--- config.mk ---
export PLATFORM = sky130hd
export DESIGN_NAME = rank_pwr_ctrl
export DESIGN_NICKNAME = d
export VERILOG_FILES = /design/src/rtl/rpc_pkg.sv /design/src/rtl/rpc_idle_track.sv /design/src/rtl/rpc_policy.sv /design/src/rtl/rank_pwr_ctrl.sv
export SDC_FILE = /design/constraint.sdc
export NUM_CORES = 1
export LEC_CHECK = 0
export BUFFER_PORTS_ARGS = -buffer_cell sky130_fd_sc_hd__clkbuf_2
export CAP_MARGIN = 5
export CORE_AREA = 2 2 79 81
export CTS_CLUSTER_SIZE = 24
export DETAILED_ROUTE_END_ITERATION = 8
export DIE_AREA = 0 0 81 83
export GPL_TIMING_DRIVEN = 0
export PLACE_DENSITY_LB_ADDON = 0.3
export SETUP_SLACK_MARGIN = 0.5
export SYNTH_ARGS = -nofsm -noshare
export SYNTH_HDL_FRONTEND = slang
export SYNTH_SLANG_ARGS = --single-unit
export TNS_END_PERCENT = 50
--- constraint.sdc ---
create_clock -name clk -period 4.8 [get_ports clk]
set_input_delay 0.96 -clock clk [delete_from_list [all_inputs] [get_ports clk]]
set_output_delay 0.96 -clock clk [all_outputs]
set_load 0.01 [all_outputs]
--- src/rtl/rpc_pkg.sv ---
package rpc_pkg;
  localparam logic [2:0] PS_C0  = 3'd0;
  localparam logic [2:0] PS_C1  = 3'd1;
  localparam logic [2:0] PS_C1E = 3'd2;
  localparam logic [2:0] PS_C3  = 3'd3;
  localparam logic [2:0] PS_C6  = 3'd4;
  localparam logic [2:0] PS_C7  = 3'd5;
  localparam logic [2:0] PS_S3  = 3'd6;
  localparam logic [2:0] PS_S4  = 3'd7;

  typedef enum logic [1:0] {
    OP_PREALL   = 2'd0,
    OP_REFRESH  = 2'd1,
    OP_SR_ENTER = 2'd2,
    OP_SR_EXIT  = 2'd3
  } cmd_op_t;

  typedef enum logic [2:0] {
    ST_RUN, ST_PREALL, ST_REF, ST_SR_ENTER, ST_SR, ST_SR_EXIT, ST_OFF
  } pwr_state_t;
endpackage

--- src/rtl/rpc_idle_track.sv ---
module rpc_idle_track #(
  parameter int CNT_W = 8
) (
  input  logic             clk,
  input  logic             rst_n,
  input  logic             pend,
  input  logic [CNT_W-1:0] limit,
  input  logic             clr,
  input  logic             sat,
  output logic             idle
);
  logic [CNT_W-1:0] cnt_q;

  always_ff @(posedge clk) begin
    if (!rst_n || pend || clr) cnt_q <= '0;
    else if (sat)              cnt_q <= limit;
    else if (cnt_q < limit)    cnt_q <= cnt_q + 1'b1;
  end

  assign idle = !pend && (cnt_q >= limit);
endmodule

--- src/rtl/rpc_policy.sv ---
module rpc_policy import rpc_pkg::*; #(
  parameter int NUM_RANKS = 2
) (
  input  logic [2:0]           pkg_state,
  input  logic [NUM_RANKS-1:0] rank_pending,
  input  logic                 cfg_ext_gfx,
  input  logic                 gfx_idle,
  input  logic                 disp_pending,
  output logic                 want_sr,
  output logic                 want_off
);
  logic deep, quiet;

  always_comb begin
    deep     = (pkg_state == PS_C3) || (pkg_state == PS_C6) || (pkg_state == PS_C7);
    quiet    = cfg_ext_gfx ? ~|rank_pending : (gfx_idle && !disp_pending);
    want_off = (pkg_state == PS_S4);
    want_sr  = (pkg_state == PS_S3) || (deep && quiet);
  end
endmodule

--- src/rtl/rank_pwr_ctrl.sv ---
module rank_pwr_ctrl import rpc_pkg::*; #(
  parameter int NUM_RANKS = 2,
  parameter int CNT_W     = 8
) (
  input  logic                 clk,
  input  logic                 rst_n,
  input  logic [2:0]           pkg_state,
  input  logic [CNT_W-1:0]     idle_limit,
  input  logic                 cfg_ext_gfx,
  input  logic                 gfx_idle,
  input  logic                 disp_pending,
  input  logic                 cfg_pre_pd,
  input  logic [NUM_RANKS-1:0] rank_pending,
  input  logic                 refresh_req,
  output logic                 cmd_valid,
  input  logic                 cmd_ready,
  output logic [1:0]           cmd_op,
  output logic [NUM_RANKS-1:0] cmd_mask,
  output logic [NUM_RANKS-1:0] cke,
  output logic [NUM_RANKS-1:0] rank_ready,
  output logic                 refresh_fire,
  output logic                 mem_off
);
  localparam logic [NUM_RANKS-1:0] ALL_RANKS = {NUM_RANKS{1'b1}};

  pwr_state_t             st_q;
  logic [NUM_RANKS-1:0]   cke_q, pd_mask_q, idle, close_set;
  logic                   want_sr, want_off, fire_q, trk_clr, trk_sat;

  rpc_policy #(.NUM_RANKS(NUM_RANKS)) u_policy (
    .pkg_state(pkg_state), .rank_pending(rank_pending), .cfg_ext_gfx(cfg_ext_gfx),
    .gfx_idle(gfx_idle), .disp_pending(disp_pending),
    .want_sr(want_sr), .want_off(want_off)
  );

  assign trk_clr = ((st_q == ST_SR_EXIT) && cmd_ready) || ((st_q == ST_OFF) && !want_off);
  assign trk_sat = (st_q == ST_REF) && cmd_ready;

  for (genvar r = 0; r < NUM_RANKS; r++) begin : g_rank
    rpc_idle_track #(.CNT_W(CNT_W)) u_trk (
      .clk(clk), .rst_n(rst_n), .pend(rank_pending[r]), .limit(idle_limit),
      .clr(trk_clr), .sat(trk_sat), .idle(idle[r])
    );
  end

  assign close_set = idle & cke_q;

  always_ff @(posedge clk) begin
    if (!rst_n) begin
      st_q      <= ST_RUN;
      cke_q     <= ALL_RANKS;
      pd_mask_q <= '0;
      fire_q    <= 1'b0;
    end else begin
      fire_q <= 1'b0;
      unique case (st_q)
        ST_RUN: begin
          if (want_off) begin
            st_q  <= ST_OFF;
            cke_q <= '0;
          end else if (want_sr) begin
            st_q <= ST_SR_ENTER;
          end else if (refresh_req) begin
            st_q  <= ST_REF;
            cke_q <= ALL_RANKS;
          end else if (cfg_pre_pd) begin
            cke_q <= cke_q | rank_pending;
            if (|close_set) begin
              pd_mask_q <= close_set;
              st_q      <= ST_PREALL;
            end
          end else begin
            cke_q <= ~idle;
          end
        end
        ST_PREALL: begin
          if (cmd_ready) begin
            cke_q <= (cke_q | rank_pending) & ~(pd_mask_q & ~rank_pending);
            st_q  <= ST_RUN;
          end else begin
            cke_q <= cke_q | rank_pending;
          end
        end
        ST_REF: begin
          if (cmd_ready) begin
            cke_q  <= rank_pending;
            fire_q <= 1'b1;
            st_q   <= ST_RUN;
          end
        end
        ST_SR_ENTER: begin
          if (cmd_ready) begin
            cke_q <= '0;
            st_q  <= ST_SR;
          end
        end
        ST_SR: begin
          if (want_off)     st_q <= ST_OFF;
          else if (!want_sr) st_q <= ST_SR_EXIT;
        end
        ST_SR_EXIT: begin
          if (cmd_ready) begin
            cke_q <= ALL_RANKS;
            st_q  <= ST_RUN;
          end
        end
        ST_OFF: begin
          if (!want_off) begin
            cke_q <= ALL_RANKS;
            st_q  <= ST_RUN;
          end
        end
        default: st_q <= ST_RUN;
      endcase
    end
  end

  always_comb begin
    cmd_valid = 1'b0;
    cmd_op    = OP_PREALL;
    cmd_mask  = ALL_RANKS;
    unique case (st_q)
      ST_PREALL:   begin cmd_valid = 1'b1; cmd_op = OP_PREALL; cmd_mask = pd_mask_q; end
      ST_REF:      begin cmd_valid = 1'b1; cmd_op = OP_REFRESH;  end
      ST_SR_ENTER: begin cmd_valid = 1'b1; cmd_op = OP_SR_ENTER; end
      ST_SR_EXIT:  begin cmd_valid = 1'b1; cmd_op = OP_SR_EXIT;  end
      default:     ;
    endcase
  end

  assign cke          = cke_q;
  assign rank_ready   = (st_q == ST_RUN) ? cke_q : '0;
  assign refresh_fire = fire_q;
  assign mem_off      = (st_q == ST_OFF);
endmodule

==> results.yml <==
run_status:
  status: "complete, no violations"
sta:
  rsz0062_at_grt: "false"
  fmax_mhz: 386
  slew_headroom_pct: 65.5
  finClkSkew_ns: 0.00178
  hold_viol_final: 0
  worst_pin_slew_ns: 0.518
  fin_crit_sh_pct: 54.0
  setup_viol: 0
  period_needed_ns: 2.59
  totalNegativeSetupSlack_ns: 0
  drv_slew: 0
yosys:
  synth_flop_cell: "dfxtp_1"
  postSynthCellCount: 255
  ys_async_sr_fraction_pct: 0
  syn_area_per_cell_sq_um: 7.89
  synth_edf_count: 0
  yosysUniqueCellTypes: 55
  yosys_warnings: 0
  synth.top_cell.area_share_pct: 23.9
  yosys.area.top_type: "dfxtp_1"
  synth.area.top_cells: "dfxtp_1 (24%), ha_1 (11%), xnor2_1 (5.7%)"
  yosysSeqAreaShare_pct: 23.9
  yosysMostFrequentCell: "dfxtp_1"
  synth_area_sq_mm: 0.00201
  ys_seq_elements: 24
  synth.net_count: 294
  synth_commonest_cells: "dfxtp_1 (24), nand2_1 (20), inv_1 (19)"
worst_setup_path:
  critical_path_required_ns: 3.84
  startpoint_type: "flop"
  crit_type: "reg2out"
  cp_max_fo: 10
  cp-startpoint: "st_q[2]"
  endpoint_kind: "output port"
  r2r_start: "g_rank[0].u_trk.cnt_q[7]"
  worstPathArrival_ns: 1.63
route:
  firstDrtPassIters: 4
  wl_per_cell_microns: 14.6
  antenna_left: 0
  vias: 1969
  drt_iter0_drc: 66
  drc_errors: 0
  drt-vias-per-instance: 5.41
  drt_wl_total_microns: 5300
cts:
  cts_buffer_depth: 2
  numClockSinks: 24
  numCtsBuffers: 3
  hold_buffers: 0
  cts_resized: 0
  root_buffer: "clkbuf_8"
  cts_setup_buffers: 0
  cts_htree_levels: 1
  clkTransAtPathRegs_ns: 0.09
  clkLatencyLatePin_ns: 0.27
  cts_tree: "built"
die:
  floorplan.die_area_sq_mm: 0.00672
  fp.coreArea_sq_mm: 0.00582
  die_h_microns: 83
  top_level_ports: 32
  std_cell_rows: 28
  initial_utilization_pct: 34.6
  die_w_microns: 81
finish:
  drive_gt1_share_pct: 19.0
  multi_input_area_sq_mm: 0.00142
  nFillCells: 637
  nets: 329
  finalNonFillerCells: 364
  area_growth_pct: 14.9
  diodes: 0
  seq_area_sq_um: 480
grt:
  first_global_vias: 1865
  antenna_found_initial: 0
  grt_pass1_wl_microns: 8760
  grt_usage_pct: 16.3
  globalRouteOverflowTotal: 0
  grt_max_degree: 14
worst_hold_path:
  min_path_type: "reg2reg"
  hold_start: "pd_mask_q[1]"
place:
  gp_congestion: 0.868
  portBuffers: 30
  dp_hpwl_microns: 4240
  dpl.cell_count: 360
pwr:
  power.density_mw_per_mm2: 262
  leakagePower_nw: 0.897
  ir_drop_v: 0.000110
  power_w: 0.000606
job:
  max_cap_viol_count: 0
## path summary, 6_finish.rpt
check                                  end  slack, ns  cells after the start
hold / removal                pd_mask_q[1]       0.49                      2
hold reg to reg               pd_mask_q[1]       0.49                      2
setup reg to reg  g_rank[0].u_trk.cnt_q[6]       2.86                      7
setup / recovery                 cmd_op[1]       2.21                      5
## report_power, final
group          leakage [nW]  switching [W]  internal, W  total [W]
Sequential            0.195      0.0000205     0.000216   0.000237
Clock                0.0288      0.0000678    0.0000733   0.000141
Combinational         0.673       0.000136    0.0000918   0.000228
Total                 0.897       0.000225     0.000381   0.000606
## layout make-up
cell class	instances	area share (%)
plain buffers	10	1.84
clock buffers	4	2.38
inverters	19	3.09
multi-input cells	202	61.3
flip-flops and latches	24	20.8
well taps	75	4.06
repair buffers	30	6.50
## sequential cells by signal (all words and copies together), names as in the netlist
name                cells
g_rank.u_trk.cnt_q     16
st_q                    3
cke                     2
pd_mask_q               2
refresh_fire            1
## critical path, stage by stage (launching register included)
cell      delay (ns)
dfxtp_1         0.34
buf_2           0.22
buf_1           0.37
xor2_1          0.17
and2_1          0.13
clkbuf_2        0.12
## cells in the final DEF, fill, tap and decap left out, drive strengths merged, types with 3 or more instances in the layout
cell | netlist | routed
a211oi | 15 | 15
dfxtp | 24 | 24
xnor2 | 13 | 13
a311oi | 3 | 3
o311ai | 3 | 3
nand3 | 7 | 7
or3 | 4 | 4
nand4 | 6 | 6
nand2 | 20 | 20
buf | 5 | 5
nand3b | 3 | 3
and2 | 3 | 3
o211ai | 4 | 4
nor3b | 4 | 4
clkbuf | 5 | 39
nand2b | 5 | 5
ha | 18 | 18
inv | 19 | 19
and3 | 3 | 3
nor2 | 18 | 18
nor3 | 11 | 11
a21oi | 18 | 18
o21ai | 17 | 17
## metal layers
metal,vias to the layer above,GRT usage (%),share of wire [%]
met5,-,0,0
met4,0,2.77,0.74
met3,4,3.26,4.9
met2,51,27.6,48
met1,899,21.3,46
li1,1015,-,-
## stage by stage
| step | hold WS, ns | area (sq um) | utilization, % | setup WS [ns] |
|---|---|---|---|---|
| after global placement | 0.468 | 2260 | 38.8 | 2.09 |
| after CTS | 0.491 | 2310 | 39.7 | 2.20 |
| after detailed placement | 0.478 | 2260 | 38.8 | 2.07 |
| final | 0.495 | 2310 | 39.7 | 2.21 |
| after floorplan | 0.445 | 2010 | - | 2.41 |
| after global routing | 0.501 | 2310 | 39.7 | 2.03 |
## cells by family (layout without fill, tap and decap cells)
kind of cell / Yosys count / after routing / synth area share (%)
mux: 3 / 3 / 1.62
buf+inv: 29 / 63 / 5.66
fa+ha+maj: 18 / 18 / 11.2
compound gates: 77 / 77 / 26.6
xor+xnor: 14 / 14 / 6.09
flops: 24 / 24 / 23.9
simple gates: 90 / 90 / 24.9
No activity file was read; power rests on OpenSTA's default activity.
